[src/rtl/strobe_settle_pkg.sv]
`timescale 1ns/1ps
package strobe_settle_pkg;
    typedef enum logic [1:0] {
        ST_IDLE  = 2'd0,
        ST_COUNT = 2'd1,
        ST_HOLD  = 2'd2,
        ST_OPEN  = 2'd3
    } seq_state_e;
endpackage

[src/rtl/sss_sync.sv]
`timescale 1ns/1ps
// Multi-stage synchroniser, one independent chain per bit.
module sss_sync #(
    parameter int                WIDTH   = 2,
    parameter int                STAGES  = 2,
    parameter logic [WIDTH-1:0]  RST_VAL = '0
) (
    input  logic             clk,
    input  logic             rst_n,
    input  logic [WIDTH-1:0] async_in,
    output logic [WIDTH-1:0] sync_out
);
    logic [STAGES-1:0] chain_q [WIDTH];

    for (genvar b = 0; b < WIDTH; b++) begin : g_bit
        always_ff @(posedge clk or negedge rst_n) begin
            if (!rst_n) chain_q[b] <= {STAGES{RST_VAL[b]}};
            else        chain_q[b] <= {chain_q[b][STAGES-2:0], async_in[b]};
        end
        assign sync_out[b] = chain_q[b][STAGES-1];
    end
endmodule

[src/rtl/sss_edge.sv]
`timescale 1ns/1ps
// Edge detection on already-synchronised signals.
module sss_edge #(
    parameter int               WIDTH   = 2,
    parameter logic [WIDTH-1:0] RST_VAL = '0
) (
    input  logic             clk,
    input  logic             rst_n,
    input  logic [WIDTH-1:0] lvl,
    output logic [WIDTH-1:0] rise,
    output logic [WIDTH-1:0] fall
);
    logic [WIDTH-1:0] prev_q;

    always_ff @(posedge clk or negedge rst_n) begin
        if (!rst_n) prev_q <= RST_VAL;
        else        prev_q <= lvl;
    end

    assign rise = lvl & ~prev_q;
    assign fall = prev_q & ~lvl;
endmodule

[src/rtl/sss_core.sv]
`timescale 1ns/1ps
// Settle counter, capture and ready-release sequencing.
module sss_core
    import strobe_settle_pkg::*;
#(
    parameter int DATA_W       = 8,
    parameter int SETTLE_FALLS = 2,
    parameter int SHORT_FALLS  = 2,
    parameter int LONG_FALLS   = 3
) (
    input  logic              clk,
    input  logic              rst_n,
    input  logic              sel_start,
    input  logic              sel_end,
    input  logic              lck_rise,
    input  logic              lck_fall,
    input  logic              mode_in,
    input  logic              dir_in,
    input  logic              byte_hi_in,
    input  logic [DATA_W-1:0] data_in,
    output logic              cap_stb,
    output logic              cap_mode,
    output logic              cap_dir,
    output logic [DATA_W-1:0] cap_data,
    output logic              rel_stb,
    output logic              rdy_low
);
    localparam int CNT_W = $clog2(LONG_FALLS + 1);
    localparam logic [CNT_W-1:0] SETTLE_C = CNT_W'(SETTLE_FALLS);
    localparam logic [CNT_W-1:0] SHORT_C  = CNT_W'(SHORT_FALLS);
    localparam logic [CNT_W-1:0] LONG_C   = CNT_W'(LONG_FALLS);
    localparam logic [CNT_W-1:0] PRE_CAP  = CNT_W'(SETTLE_FALLS - 1);

    typedef struct packed {
        seq_state_e        st;
        logic [CNT_W-1:0]  cnt;
        logic [CNT_W-1:0]  need;
        logic              cap_stb;
        logic              rel_stb;
        logic              rdy_low;
        logic              mode;
        logic              dir;
        logic [DATA_W-1:0] data;
    } seq_regs_t;

    seq_regs_t r_d, r_q;

    function automatic logic [CNT_W-1:0] falls_needed(input logic m, input logic d, input logic hi);
        logic addr_wr_hi, data_rd;
        addr_wr_hi = m & ~d & hi;
        data_rd    = ~m & d;
        return (addr_wr_hi | data_rd) ? LONG_C : SHORT_C;
    endfunction

    always_comb begin
        r_d         = r_q;
        r_d.cap_stb = 1'b0;
        r_d.rel_stb = 1'b0;
        unique case (r_q.st)
            ST_IDLE: begin
                r_d.rdy_low = 1'b1;
                r_d.cnt     = '0;
                if (sel_start) r_d.st = ST_COUNT;
            end
            ST_COUNT: begin
                if (sel_end) begin
                    r_d.st  = ST_IDLE;
                    r_d.cnt = '0;
                end else if (lck_fall) begin
                    r_d.cnt = r_q.cnt + 1'b1;
                    if (r_q.cnt == PRE_CAP) begin
                        r_d.st      = ST_HOLD;
                        r_d.cap_stb = 1'b1;
                        r_d.mode    = mode_in;
                        r_d.dir     = dir_in;
                        r_d.data    = data_in;
                        r_d.need    = falls_needed(mode_in, dir_in, byte_hi_in);
                    end
                end
            end
            ST_HOLD: begin
                if (sel_end) begin
                    r_d.st  = ST_IDLE;
                    r_d.cnt = '0;
                end else begin
                    if (lck_fall && r_q.cnt < LONG_C) r_d.cnt = r_q.cnt + 1'b1;
                    if (lck_rise && r_q.cnt >= r_q.need) begin
                        r_d.st      = ST_OPEN;
                        r_d.rdy_low = 1'b0;
                        r_d.rel_stb = 1'b1;
                    end
                end
            end
            ST_OPEN: begin
                if (sel_end) begin
                    r_d.st      = ST_IDLE;
                    r_d.rdy_low = 1'b1;
                    r_d.cnt     = '0;
                end
            end
            default: r_d.st = ST_IDLE;
        endcase
    end

    always_ff @(posedge clk or negedge rst_n) begin
        if (!rst_n) begin
            r_q         <= '0;
            r_q.st      <= ST_IDLE;
            r_q.rdy_low <= 1'b1;
            r_q.need    <= SHORT_C;
        end else begin
            r_q <= r_d;
        end
    end

    assign cap_stb  = r_q.cap_stb;
    assign cap_mode = r_q.mode;
    assign cap_dir  = r_q.dir;
    assign cap_data = r_q.data;
    assign rel_stb  = r_q.rel_stb;
    assign rdy_low  = r_q.rdy_low;


    cap_pulse_chk: assert property (@(posedge clk) disable iff (!rst_n)
        cap_stb |=> !cap_stb);

    cap_count_chk: assert property (@(posedge clk) disable iff (!rst_n)
        cap_stb |-> (r_q.cnt == SETTLE_C && $past(lck_fall)));

    rel_on_rise_chk: assert property (@(posedge clk) disable iff (!rst_n)
        rel_stb |-> ($past(lck_rise) && !rdy_low));

    rel_need_chk: assert property (@(posedge clk) disable iff (!rst_n)
        rel_stb |-> r_q.cnt >= r_q.need);

    open_hold_chk: assert property (@(posedge clk) disable iff (!rst_n)
        (r_q.st == ST_OPEN && !sel_end) |=> !rdy_low);

    end_relow_chk: assert property (@(posedge clk) disable iff (!rst_n)
        sel_end |=> (rdy_low && r_q.cnt == '0));

    no_overlap_chk: assert property (@(posedge clk) disable iff (!rst_n)
        !(cap_stb && rel_stb));
endmodule

[src/rtl/strobe_settle_seq.sv]
`timescale 1ns/1ps
module strobe_settle_seq #(
    parameter int DATA_W       = 8,
    parameter int SYNC_STAGES  = 2,
    parameter int SETTLE_FALLS = 2,
    parameter int SHORT_FALLS  = 2,
    parameter int LONG_FALLS   = 3
) (
    input  logic              clk,
    input  logic              rst_n,
    input  logic              sel_n,
    input  logic              lclk,
    input  logic              mode_in,
    input  logic              dir_in,
    input  logic              byte_hi_in,
    input  logic [DATA_W-1:0] data_in,
    output logic              cap_stb,
    output logic              cap_mode,
    output logic              cap_dir,
    output logic [DATA_W-1:0] cap_data,
    output logic              rel_stb,
    output logic              rdy_low
);
    localparam int           N_ASYNC  = 2;
    localparam logic [1:0]   ASYNC_RV = 2'b10;  // {sel_n idle high, lclk low}

    logic [N_ASYNC-1:0] async_s, rise_v, fall_v;

    sss_sync #(.WIDTH(N_ASYNC), .STAGES(SYNC_STAGES), .RST_VAL(ASYNC_RV)) sync_i (
        .clk(clk), .rst_n(rst_n), .async_in({sel_n, lclk}), .sync_out(async_s));

    sss_edge #(.WIDTH(N_ASYNC), .RST_VAL(ASYNC_RV)) edge_i (
        .clk(clk), .rst_n(rst_n), .lvl(async_s), .rise(rise_v), .fall(fall_v));

    sss_core #(
        .DATA_W(DATA_W), .SETTLE_FALLS(SETTLE_FALLS),
        .SHORT_FALLS(SHORT_FALLS), .LONG_FALLS(LONG_FALLS)
    ) core_i (
        .clk(clk), .rst_n(rst_n),
        .sel_start(fall_v[1]), .sel_end(rise_v[1]),
        .lck_rise(rise_v[0]), .lck_fall(fall_v[0]),
        .mode_in(mode_in), .dir_in(dir_in), .byte_hi_in(byte_hi_in), .data_in(data_in),
        .cap_stb(cap_stb), .cap_mode(cap_mode), .cap_dir(cap_dir), .cap_data(cap_data),
        .rel_stb(rel_stb), .rdy_low(rdy_low));
endmodule

[config.mk]
export PLATFORM = sky130hd
export DESIGN_NAME = strobe_settle_seq
export DESIGN_NICKNAME = d
export VERILOG_FILES = /design/src/rtl/strobe_settle_pkg.sv /design/src/rtl/sss_sync.sv /design/src/rtl/sss_edge.sv /design/src/rtl/sss_core.sv /design/src/rtl/strobe_settle_seq.sv
export SDC_FILE = /design/constraint.sdc
export NUM_CORES = 1
export LEC_CHECK = 0
export BUFFER_PORTS_ARGS = -buffer_cell sky130_fd_sc_hd__buf_2
export CORE_MARGIN = 2
export CORE_UTILIZATION = 51
export DETAILED_ROUTE_END_ITERATION = 8
export GPL_TIMING_DRIVEN = 0
export PLACE_DENSITY = 0.79
export SETUP_SLACK_MARGIN = 0.2
export SYNTH_ARGS = -nofsm -noshare
export SYNTH_HDL_FRONTEND = slang
export SYNTH_HIERARCHICAL = 1
export SYNTH_SLANG_ARGS = --single-unit
[constraint.sdc]
create_clock -name clk -period 2.1 [get_ports clk]
set_input_delay 0.42 -clock clk [delete_from_list [all_inputs] [get_ports clk]]
set_output_delay 0.42 -clock clk [all_outputs]
set_load 0.05 [all_outputs]
==> impl_table.tex, run 1 <==
\begin{tabular}{lr}
\hline
Metric & Value \\
\hline
\multicolumn{2}{l}{\textbf{Clocking}} \\
Clk root buf & sky130\_fd\_sc\_hd\_\_clkbuf\_4 \\
Hold bufs inserted after CTS & 0 \\
Number of buffers added by the clock tree synthesis step & 3 \\
Maximum buffer depth of the clock tree & 2 \\
Post-cts sizing count & 0 \\
Sinks on the clock net & 24 \\
H-Tree Level Count & 1 \\
Number of buffers inserted to repair setup after CTS & 0 \\
Clock transition at path regs & 0.13 ns \\
Worst-skew pair later-pin latency & 0.31 ns \\
CTS tree & done \\
\multicolumn{2}{l}{\textbf{Setup path}} \\
Worst Setup End Kind & register \\
Arrival time reported for the critical path endpoint & 2.01 ns \\
Number of buffer and inverter instances along the worst setup path & 2 \\
Stages on the worst setup path & 6 \\
Critical path, cell by cell & buf\_4 -> and2b\_2 -> nand3\_2 -> or3\_4 -> buf\_6 -> mux2\_4 \\
Origin of the critical flop-to-flop path & sync\_i/sync\_out[0] \\
Slowest cell delay on critical path & 0.37 ns \\
Cell with the largest stage delay on the worst path & sky130\_fd\_sc\_hd\_\_dfrtp\_1 \\
Worst setup path category & register to register \\
Crit path max-delay family & simple AND/OR/NAND/NOR gates \\
Crit path launch type & register \\
Endpoint required time on the critical path & between 2 and 2.5 ns \\
Worst R2R Setup Slack & 0.29 ns \\
Critical R2R Capture & core\_i/cap\_mode \\
Number of cells on the worst reg-to-reg path & 6 \\
Critical-path maximum fanout & 10 \\
\multicolumn{2}{l}{\textbf{Route}} \\
DR iter-0 viols & 6 \\
Count of unresolved DRC violations after routing & 0 \\
Antenna-violating nets left & 0 \\
Drt total wl & 1800 µm \\
Routed length per instance & 12.6 µm \\
Via total after detailed routing & 711 \\
Detail-routed via count per cell & between 4 and 5 \\
First-pass DRT Iterations & 4 \\
\multicolumn{2}{l}{\textbf{Place}} \\
Post-DP HPWL & 1390 µm \\
Last weighted congestion value of the routability-driven placer & 0.727 \\
Area of placed instances & roughly 1300 µm² \\
Number of buffer cells added on primary ports & 27 \\
\multicolumn{2}{l}{\textbf{Floorplanning}} \\
Initial Utilization & 55.4\% \\
I/O pin total & 28 \\
Die height & 50.7 µm \\
\# rows & 16 \\
Die Span X & 50.7 µm \\
Area of the die & 2570 µm² \\
Core Area & 2000 µm² \\
\multicolumn{2}{l}{\textbf{Yosys}} \\
Cell area after synthesis & 1110 µm² \\
Complex-gate fraction of the synthesized area & 6.76\% \\
Post-Syn Instances & 85 \\
Number of library cell types mapped by synthesis & 23 \\
Portion of netlist area occupied by mux cells & 15.1\% \\
Flops \& latches, synth & 24 \\
Combinational family with the most area after synthesis & multiplexers \\
Net count of the mapped netlist & 103 \\
Sequential share of the synthesized area & 54.6\% \\
Total number of yosys warnings & 6 \\
Area share of and/or/nand/nor cells after synthesis & 10.0\% \\
Adder and majority cell fraction of the synthesized area & roughly 3.4\% \\
Area share of xor/xnor cells in the synthesized design & 0\% \\
Post-synthesis average cell area & 13.1 µm² \\
\multicolumn{2}{l}{\textbf{Min path}} \\
Path class of the lowest-slack min-delay path & input pin to async pin \\
\multicolumn{2}{l}{\textbf{GRT}} \\
Overflow left after global routing & 0 \\
Number of antenna violations at the first check in global routing & 0 \\
First-pass GRT wire length & 2990 µm \\
Via count of the first global-routing pass & 699 \\
Global-route usage over all layers & 15.9\% \\
Maximum number of pins on one net before global-route repair & 25 \\
\multicolumn{2}{l}{\textbf{Timing}} \\
Time the final worst path needs with I/O delays and setup & 1.81 ns \\
Share of the clock period used by the worst path after layout & 86.4\% \\
Count of final hold-check violations & 0 \\
Worst-margin pin slew & 0.503 ns \\
Maximum frequency from static timing analysis & $\sim$550 MHz \\
Headroom to the max-slew limit & between 60\% and 70\% \\
Number of slew-limit violations in the final report & 0 \\
Setup Total Neg Slack & 0 ns \\
Number of setup violations in the final report & 0 \\
Max Clock Skew & between 0.01 and 0.015 ns \\
RSZ-0062 raised after global routing & no \\
\multicolumn{2}{l}{\textbf{Final layout}} \\
Commonest cells after routing, fill and taps aside & sky130\_fd\_sc\_hd\_\_buf\_2 (27), sky130\_fd\_sc\_hd\_\_dfrtp\_1 (20), sky130\_fd\_sc\_hd\_\_buf\_4 (11) \\
Post-layout instance area & between 1000 and 1500 µm² \\
Share of layout cells above drive strength 1 & 55.2\% \\
Number of diodes & 0 \\
Commonest non-fill, non-tap cell in the layout & sky130\_fd\_sc\_hd\_\_buf\_2 \\
Syn-to-layout area delta & 20.0\% \\
Final Net Count & 135 \\
Post-layout utilization of the core & 66.5\% \\
\multicolumn{2}{l}{\textbf{Outcome}} \\
Outcome & finished clean \\
\multicolumn{2}{l}{\textbf{Power}} \\
VDD IR max & just under 0.001 V \\
P per Cell Area & $\sim$1400 nW/µm² \\
Leakage dissipation & a little under 0.7 nW \\
\multicolumn{2}{l}{\textbf{Flow run}} \\
Maxcap violations & 0 \\
\hline
\end{tabular}
[layer usage]
metal	vias up	wire length, µm	GRT usage [%]
met4	0	21	5.86
met3	2	94	4.17
met1	342	745	18.4
met2	25	934	28.1
met5	-	0	0
li1	342	-	-
[cell type report]
type | count | area, µm²
sequential | 24 | 606
buffer | 12 | 93.8
clock buffer | 3 | 22.5
multi-input combinational | 44 | 392
inverter | 5 | 18.8
clock inverter | 1 | 30.0
tap | 27 | 33.8
fill | 171 | 671
timing repair buffer | 27 | 135
[sequential cells by signal, summed over array words and instances, names as in the netlist]
register         cells
core_i/cap_data      8
core_i/cap_dir       1
core_i/cap_mode      1
core_i/cap_stb       1
core_i/r_q           5
core_i/rdy_low       1
core_i/rel_stb       1
edge_i/prev_q        2
sync_i/chain_q       2
sync_i/sync_out      2
[cells by family after synthesis]
family                   after synthesis
flip-flops                            24
multiplexers                          12
adder cells (fa/ha/maj)                3
buffers and inverters                 17
AND/OR/NAND/NOR                       17
AO/OA/AOI/OAI                         12
[cells in the mapped netlist]
cell type,instances,area [µm²]
sky130_fd_sc_hd__or3_4,1,11.3
sky130_fd_sc_hd__dfrtp_1,20,500
sky130_fd_sc_hd__mux2i_1,1,10.0
sky130_fd_sc_hd__nand2b_1,2,12.5
sky130_fd_sc_hd__mux2_4,9,135
sky130_fd_sc_hd__o21ai_0,2,10.0
sky130_fd_sc_hd__mux2_2,2,22.5
sky130_fd_sc_hd__a2111oi_0,2,17.5
sky130_fd_sc_hd__buf_4,11,82.6
sky130_fd_sc_hd__a22oi_1,1,7.51
sky130_fd_sc_hd__inv_1,5,18.8
sky130_fd_sc_hd__nand4b_1,1,8.76
sky130_fd_sc_hd__buf_6,1,11.3
sky130_fd_sc_hd__dfstp_2,4,105
sky130_fd_sc_hd__and2b_2,4,35.0
sky130_fd_sc_hd__nor3b_1,1,7.51
sky130_fd_sc_hd__a31oi_1,1,6.26
sky130_fd_sc_hd__nand3_2,1,10.0
sky130_fd_sc_hd__ha_1,3,37.5
sky130_fd_sc_hd__nand2_1,6,22.5
sky130_fd_sc_hd__a22o_1,1,8.76
sky130_fd_sc_hd__nor2_1,1,3.75
sky130_fd_sc_hd__a21oi_1,5,25.0
[report_power, final]
part | switching [mW] | internal, mW | leakage [nW]
logic | 0.539 | 0.367 | 0.373
registers | 0.0853 | 0.598 | 0.286
clock network | 0.129 | 0.193 | 0.0279
total | 0.753 | 1.16 | 0.687
[stage by stage]
stage | hold WS [ns] | worst slack (ns) | instances | power, mW
2_1_floorplan | 0.124 | 0.393 | 85 | 1.42
3_3_place_gp | 0.336 | 0.321 | 139 | 1.56
3_5_place_dp | 0.342 | 0.287 | 139 | 1.60
4_1_cts | 0.0754 | 0.274 | 143 | 1.93
5_1_grt | 0.0758 | 0.217 | 143 | 2.02
6_report | 0.0549 | 0.286 | 143 | 1.91
[worst max-delay path by stage]
stage                       start                 end
3_5_place_dp   sync_i/sync_out[0]  core_i/cap_data[3]
2_1_floorplan  sync_i/sync_out[0]  core_i/cap_data[0]
5_1_grt        sync_i/sync_out[0]     core_i/cap_mode
6_report       sync_i/sync_out[0]     core_i/cap_mode
3_3_place_gp   sync_i/sync_out[0]  core_i/cap_data[4]
4_1_cts        sync_i/sync_out[0]  core_i/cap_data[3]
No activity file was read; power rests on OpenSTA's default activity.
==> inputs of run 2 (changes only) <==
--- a/config.mk
+++ b/config.mk
@@ -11,6 +11,7 @@
 export DETAILED_ROUTE_END_ITERATION = 8
 export GPL_TIMING_DRIVEN = 0
 export PLACE_DENSITY = 0.79
+export REMOVE_ABC_BUFFERS = 1
 export SETUP_SLACK_MARGIN = 0.2
 export SYNTH_ARGS = -nofsm -noshare
 export SYNTH_HDL_FRONTEND = slang
==> run 2 against run 1 <==
Largest power group unchanged. Routed wire length decreased by 8.2%. Global-route usage shrank 0.58 points. Sequential power increased by 2%. Non-clock buffer count shrank 12. Sequential cell count stayed put. Design area down 9.0%. Core utilization shrank 6.0 points. Setup slack improved by 0.074 ns. Register-to-register slack improved by 0.07 ns. First-iteration DRC count rose to 2.7 times the previous value.
==> impl_table.tex, run 2 (synthesis gave the netlist of run 1 again) <==
\begin{tabular}{lr}
\hline
Metric & Value \\
\hline
\multicolumn{2}{l}{\textbf{Final layout}} \\
Commonest cells after routing, fill and taps aside & sky130\_fd\_sc\_hd\_\_buf\_2 (27), sky130\_fd\_sc\_hd\_\_dfrtp\_1 (20), sky130\_fd\_sc\_hd\_\_mux2\_4 (9) \\
Number of diodes & 0 (unchanged) \\
Share of layout cells above drive strength 1 & 49.0\% (-6.1 points) \\
Syn-to-layout area delta & 9.13\% \\
Final cell count without fillers & 131 (-8.4\%) \\
Number of flip-flops in the largest register & 8 (unchanged) \\
Final Net Count & 123 (-8.9\%) \\
Commonest non-fill, non-tap cell in the layout & sky130\_fd\_sc\_hd\_\_buf\_2 \\
\multicolumn{2}{l}{\textbf{Setup path}} \\
Endpoint required time on the critical path & 2.29 ns (about the same) \\
Worst setup path category & register to register \\
Crit path launch type & register \\
Crit path max-delay family & simple AND/OR/NAND/NOR gates \\
Critical-path maximum fanout & 12 (+2) \\
Slowest cell delay on critical path & 0.55 ns (+0.18 ns) \\
Number of buffer and inverter instances along the worst setup path & 0 (-2) \\
Worst Setup End Kind & register \\
Critical path, cell by cell & and2b\_2 -> or3\_4 -> mux2\_4 \\
Cell with the largest stage delay on the worst path & sky130\_fd\_sc\_hd\_\_dfstp\_2 \\
Arrival time reported for the critical path endpoint & 1.93 ns (-0.08 ns) \\
\multicolumn{2}{l}{\textbf{Clocking}} \\
Post-cts sizing count & 0 (unchanged) \\
H-Tree Level Count & 1 (unchanged) \\
Clk root buf & sky130\_fd\_sc\_hd\_\_clkbuf\_4 \\
Worst-skew pair later-pin latency & 0.30 ns (about the same) \\
Number of buffers inserted to repair setup after CTS & 0 (unchanged) \\
Hold bufs inserted after CTS & 0 (unchanged) \\
Number of buffers added by the clock tree synthesis step & 3 (unchanged) \\
Clock transition at path regs & 0.12 ns (about the same) \\
CTS tree & done \\
Maximum buffer depth of the clock tree & 2 (unchanged) \\
Sinks on the clock net & 24 (unchanged) \\
\multicolumn{2}{l}{\textbf{Timing}} \\
Setup Total Neg Slack & 0 ns (unchanged) \\
Headroom to the max-slew limit & 66.4\% (about the same) \\
Setup slack after layout & 0.359 ns (+0.0738 ns) \\
Maximum frequency from static timing analysis & 575 MHz (+4.2\%) \\
RSZ-0062 raised after global routing & no \\
Count of final hold-check violations & 0 (unchanged) \\
Worst-margin pin slew & 0.504 ns (+0.000776 ns) \\
Share of the clock period used by the worst path after layout & 82.9\% (-3.5 points) \\
Max Clock Skew & 0.00820 ns (-0.00478 ns) \\
Time the final worst path needs with I/O delays and setup & 1.74 ns (-0.0738 ns) \\
Number of slew-limit violations in the final report & 0 (unchanged) \\
Number of setup violations in the final report & 0 (unchanged) \\
Hold slack final & 0.0712 ns (+0.0163 ns) \\
\multicolumn{2}{l}{\textbf{GRT}} \\
First-pass GRT wire length & 3040 µm (+1.6\%) \\
Global-route usage over all layers & 15.3\% (-0.58 points) \\
Overflow left after global routing & 0 (unchanged) \\
Maximum number of pins on one net before global-route repair & 25 (unchanged) \\
Via count of the first global-routing pass & 693 (-0.86\%) \\
Number of antenna violations at the first check in global routing & 0 (unchanged) \\
\multicolumn{2}{l}{\textbf{Place}} \\
Last weighted congestion value of the routability-driven placer & 0.807 (+11\%) \\
Number of buffer cells added on primary ports & 27 (unchanged) \\
Worst slack after detailed placement & 0.379 ns (+0.0921 ns) \\
Cell count after placement & 127 (-8.6\%) \\
Post-DP HPWL & 1250 µm (-10\%) \\
\multicolumn{2}{l}{\textbf{Floorplanning}} \\
Die height & 50.7 µm (unchanged) \\
Initial Utilization & 55.4\% (unchanged) \\
Die Span X & 50.7 µm (unchanged) \\
Core Area & 2000 µm² (unchanged) \\
I/O pin total & 28 (unchanged) \\
Area of the die & 2570 µm² (unchanged) \\
\# rows & 16 (unchanged) \\
\multicolumn{2}{l}{\textbf{Route}} \\
Antenna-violating nets left & 0 (unchanged) \\
DR iter-0 viols & 16 (+10) \\
Routed length per instance & 12.6 µm (+0.23\%) \\
Via total after detailed routing & 653 (-8.2\%) \\
Count of unresolved DRC violations after routing & 0 (unchanged) \\
Detail-routed via count per cell & 4.98 (+0.26\%) \\
Drt total wl & 1650 µm (-8.2\%) \\
First-pass DRT Iterations & 4 (unchanged) \\
\multicolumn{2}{l}{\textbf{Power}} \\
Leakage dissipation & 0.615 nW (-10\%) \\
Power after layout & 1.65 mW (-14\%) \\
P per Cell Area & 1360 nW/µm² (-5.2\%) \\
VDD IR max & 0.00101 V (+3.2\%) \\
\multicolumn{2}{l}{\textbf{Min path}} \\
Path class of the lowest-slack min-delay path & input pin to async pin \\
\multicolumn{2}{l}{\textbf{Outcome}} \\
Outcome & finished clean \\
\multicolumn{2}{l}{\textbf{Flow run}} \\
Maxcap violations & 0 (unchanged) \\
\hline
\end{tabular}
## run 2: path summary, 6_finish.rpt
kind / start / to / slack, ns / cells past startpoint
max in group asynchronous: rst_n / sync_i/chain_q[0] / 1.66 / 1
worst min-delay path: rst_n / core_i/cap_data[5] / 0.07 / 1
worst max-delay path: edge_i/prev_q[1] / core_i/cap_data[3] / 0.36 / 3
worst min register to register: sync_i/chain_q[0] / sync_i/sync_out[1] / 0.36 / 0
min in group clk: sel_n / sync_i/chain_q[0] / 0.21 / 1
worst max register to register: edge_i/prev_q[1] / core_i/cap_data[3] / 0.36 / 3
## run 2: layout make-up
cell class | count | area [µm²]
inverter | 5 | 18.8
clock buffer | 4 | 26.3
tap | 27 | 33.8
fill | 175 | 791
timing repair buffer | 27 | 135
multi-input combinational | 44 | 392
sequential | 24 | 606
## run 2: worst register-to-register path: stages, from the launching register on
cell and delay (ns):
sky130_fd_sc_hd__dfstp_2 0.55, sky130_fd_sc_hd__and2b_2 0.26, sky130_fd_sc_hd__or3_4 0.50, sky130_fd_sc_hd__mux2_4 0.33
## run 2: report_power, final
group,internal [mW],switching [mW],total (mW)
clock,0.0737,0.121,0.195
combinational,0.261,0.494,0.755
sequential,0.598,0.100,0.698
total,0.933,0.715,1.65
## run 2: per-stage QoR
stage | utilization [%] | area [µm²]
final | 60.5 | 1210
after global placement | 59.2 | 1180
after CTS | 60.5 | 1210
after floorplan | - | 1020
after detailed placement | 59.2 | 1180
after global routing | 60.5 | 1210
## run 2: layer usage
layer	track usage (%)	wire, µm	vias to the layer above
li1	-	-	319
met1	19.7	698	318
met2	26.5	874	14
met3	1.79	56	2
met4	5.41	19	0
met5	0	0	-
==> inputs of run 3 (changes only) <==
--- a/config.mk
+++ b/config.mk
@@ -7,10 +7,10 @@
 export LEC_CHECK = 0
 export BUFFER_PORTS_ARGS = -buffer_cell sky130_fd_sc_hd__buf_2
 export CORE_MARGIN = 2
-export CORE_UTILIZATION = 51
+export CORE_UTILIZATION = 46
 export DETAILED_ROUTE_END_ITERATION = 8
 export GPL_TIMING_DRIVEN = 0
-export PLACE_DENSITY = 0.79
+export PLACE_DENSITY = 0.75
 export REMOVE_ABC_BUFFERS = 1
 export SETUP_SLACK_MARGIN = 0.2
 export SYNTH_ARGS = -nofsm -noshare
==> constraint.sdc (replaced) <==
create_clock -name clk -period 1.5 [get_ports clk]
set_input_delay 0.3 -clock clk [delete_from_list [all_inputs] [get_ports clk]]
set_output_delay 0.3 -clock clk [all_outputs]
set_load 0.05 [all_outputs]
==> run 3 against run 2 <==
Core utilization increased by 2.9 points. Sequential power increased by 42%. Register-to-register slack got worse by 0.49 ns. The flow now finishes with violations (setup timing). Sequential cell count unchanged. Highest routed layer unchanged. Largest power group unchanged. Design area up 18%. Combinational power up 68%. Fmax is 7.0% higher. Critical path depth unchanged.
==> impl_table.tex, run 3 (synthesis gave the netlist of run 1 again) <==
\begin{tabular}{lr}
\hline
Metric & Value \\
\hline
\multicolumn{2}{l}{\textbf{GRT}} \\
Via count of the first global-routing pass & 672 (-3.0\%) \\
Overflow left after global routing & 0 (unchanged) \\
Number of antenna violations at the first check in global routing & 0 (unchanged) \\
Maximum number of pins on one net before global-route repair & 25 (unchanged) \\
First-pass GRT wire length & 3060 µm (+0.89\%) \\
Global-route usage over all layers & 15.2\% (-0.070 points) \\
\multicolumn{2}{l}{\textbf{Setup path}} \\
Worst setup path category & register to register \\
Worst Setup End Kind & register \\
Critical-path maximum fanout & 6 (-6) \\
Endpoint required time on the critical path & 1.70 ns (-0.59 ns) \\
Crit path launch type & register \\
Arrival time reported for the critical path endpoint & 1.83 ns (-0.10 ns) \\
\multicolumn{2}{l}{\textbf{Power}} \\
P per Cell Area & 1810 nW/µm² (+33\%) \\
Leakage dissipation & 0.698 nW (+14\%) \\
VDD IR max & 0.00146 V (+45\%) \\
Power after layout & 2.59 mW (+57\%) \\
\multicolumn{2}{l}{\textbf{Outcome}} \\
Failing checks & setup timing \\
Outcome & finished with violations \\
\multicolumn{2}{l}{\textbf{Timing}} \\
Number of setup violations in the final report & 13 (+13) \\
Time the final worst path needs with I/O delays and setup & 1.63 ns (-0.113 ns) \\
Worst-margin pin slew & 0.510 ns (+0.00673 ns) \\
Share of the clock period used by the worst path after layout & 108\% (+26 points) \\
Headroom to the max-slew limit & 66.0\% (-0.45 points) \\
Maximum frequency from static timing analysis & 614 MHz (+7.0\%) \\
Setup slack after layout & -0.127 ns (-0.487 ns) \\
RSZ-0062 raised after global routing & yes \\
Max Clock Skew & 0.00859 ns (+0.000395 ns) \\
Number of slew-limit violations in the final report & 0 (unchanged) \\
Count of final hold-check violations & 0 (unchanged) \\
Hold slack final & 0.0804 ns (+0.00919 ns) \\
\multicolumn{2}{l}{\textbf{Final layout}} \\
Share of layout cells above drive strength 1 & 62.4\% (+13 points) \\
Commonest cells after routing, fill and taps aside & sky130\_fd\_sc\_hd\_\_buf\_2 (21), sky130\_fd\_sc\_hd\_\_dfrtp\_1 (20), sky130\_fd\_sc\_hd\_\_mux2\_4 (9) \\
Final Net Count & 136 (+11\%) \\
Number of flip-flops in the largest register & 8 (unchanged) \\
Syn-to-layout area delta & 28.9\% \\
Commonest non-fill, non-tap cell in the layout & sky130\_fd\_sc\_hd\_\_buf\_2 \\
Number of diodes & 0 (unchanged) \\
\multicolumn{2}{l}{\textbf{Route}} \\
First-pass DRT Iterations & 4 (unchanged) \\
Via total after detailed routing & 715 (+9.5\%) \\
Count of unresolved DRC violations after routing & 0 (unchanged) \\
Drt total wl & 2090 µm (+27\%) \\
DR iter-0 viols & 11 (-5) \\
Detail-routed via count per cell & 4.93 (-1.1\%) \\
Antenna-violating nets left & 0 (unchanged) \\
Routed length per instance & 14.4 µm (+15\%) \\
\multicolumn{2}{l}{\textbf{Clocking}} \\
Worst-skew pair later-pin latency & 0.31 ns (about the same) \\
Clk root buf & sky130\_fd\_sc\_hd\_\_clkbuf\_4 \\
Maximum buffer depth of the clock tree & 2 (unchanged) \\
H-Tree Level Count & 1 (unchanged) \\
Number of buffers added by the clock tree synthesis step & 3 (unchanged) \\
Clock transition at path regs & 0.12 ns (about the same) \\
Sinks on the clock net & 24 (unchanged) \\
CTS tree & done \\
\multicolumn{2}{l}{\textbf{Floorplanning}} \\
Initial Utilization & 49.2\% (-6.2 points) \\
Core Area & 2250 µm² (+13\%) \\
I/O pin total & 28 (unchanged) \\
Area of the die & 2820 µm² (+10\%) \\
\# rows & 17 (+1) \\
Die Span X & 53.1 µm (+4.9\%) \\
Die height & 53.1 µm (+4.9\%) \\
\multicolumn{2}{l}{\textbf{Flow run}} \\
Maxcap violations & 0 (unchanged) \\
\multicolumn{2}{l}{\textbf{Min path}} \\
Path class of the lowest-slack min-delay path & input pin to register \\
\multicolumn{2}{l}{\textbf{Place}} \\
Post-DP HPWL & 1230 µm (-1.4\%) \\
Last weighted congestion value of the routability-driven placer & 0.816 (+1.1\%) \\
Number of buffer cells added on primary ports & 27 (unchanged) \\
\hline
\end{tabular}
run 3: where the power goes:
part           internal, mW  leakage [nW]  switching [mW]  total, mW
clock network         0.148        0.0210           0.181      0.329
logic                 0.495         0.391           0.775       1.27
registers             0.837         0.286           0.150      0.988
total                  1.48         0.698            1.11       2.59
run 3: path summary, 6_finish.rpt:
| kind | startpoint | endpoint | slack, ns | cells past startpoint |
|---|---|---|---|---|
| hold / removal | sel_n | sync_i/chain_q[0] | 0.08 | 1 |
| setup reg to reg | edge_i/prev_q[1] | core_i/cap_data[6] | -0.13 | 3 |
| min in group asynchronous | rst_n | core_i/r_q[18] | 0.48 | 2 |
| setup / recovery | edge_i/prev_q[1] | core_i/cap_data[6] | -0.13 | 3 |
| max in group asynchronous | rst_n | edge_i/prev_q[1] | 0.64 | 2 |
| hold reg to reg | sync_i/chain_q[2] | sync_i/sync_out[0] | 0.36 | 0 |
run 3: worst max-delay path: stages (launching register included):
cell and delay, ns:
sky130_fd_sc_hd__dfstp_2 0.54, sky130_fd_sc_hd__and2b_2 0.23, sky130_fd_sc_hd__or3_4 0.44, sky130_fd_sc_hd__mux2_4 0.32
run 3: per-layer routing:
layer | part of all wire [%] | GRT usage, %
met3 | 3.5 | 4.80
met4 | 0.91 | 6.84
met5 | 0 | 0
met2 | 53 | 24.8
met1 | 43 | 18.4
run 3: repair_timing:
item | 4_1_cts | 5_1_grt
endpoints found under the setup margin | 17 | 23
pin swaps | 4 | 7
buffers inserted | 7 | 4
hold endpoints to repair | 20 | 0
gates resized for setup | 6 | 20
gates cloned | 1 | 0
hold buffers | 1 | 0
run 3: cell type report:
| type | instances | area, µm² |
|---|---|---|
| repair buffers | 39 | 262 |
| inverters | 5 | 18.8 |
| fillers | 186 | 825 |
| multi-input cells | 45 | 473 |
| clock buffers | 4 | 36.3 |
| well taps | 28 | 35.0 |
| flip-flops and latches | 24 | 606 |
run 3: metrics by stage:
step           utilization (%)  instance area, µm²  cells  setup slack, ns  setup TNS [ns]
6_report                  63.4                1430    145           -0.127           -1.38
5_1_grt                   63.4                1430    145           -0.155           -1.88
4_1_cts                   58.2                1310    141           -0.115           -1.12
3_5_place_dp              52.6                1190    128           -0.210           -2.21
3_3_place_gp              52.6                1190    128           -0.193           -2.03
2_1_floorplan                -                1020     73           -0.142           -1.51
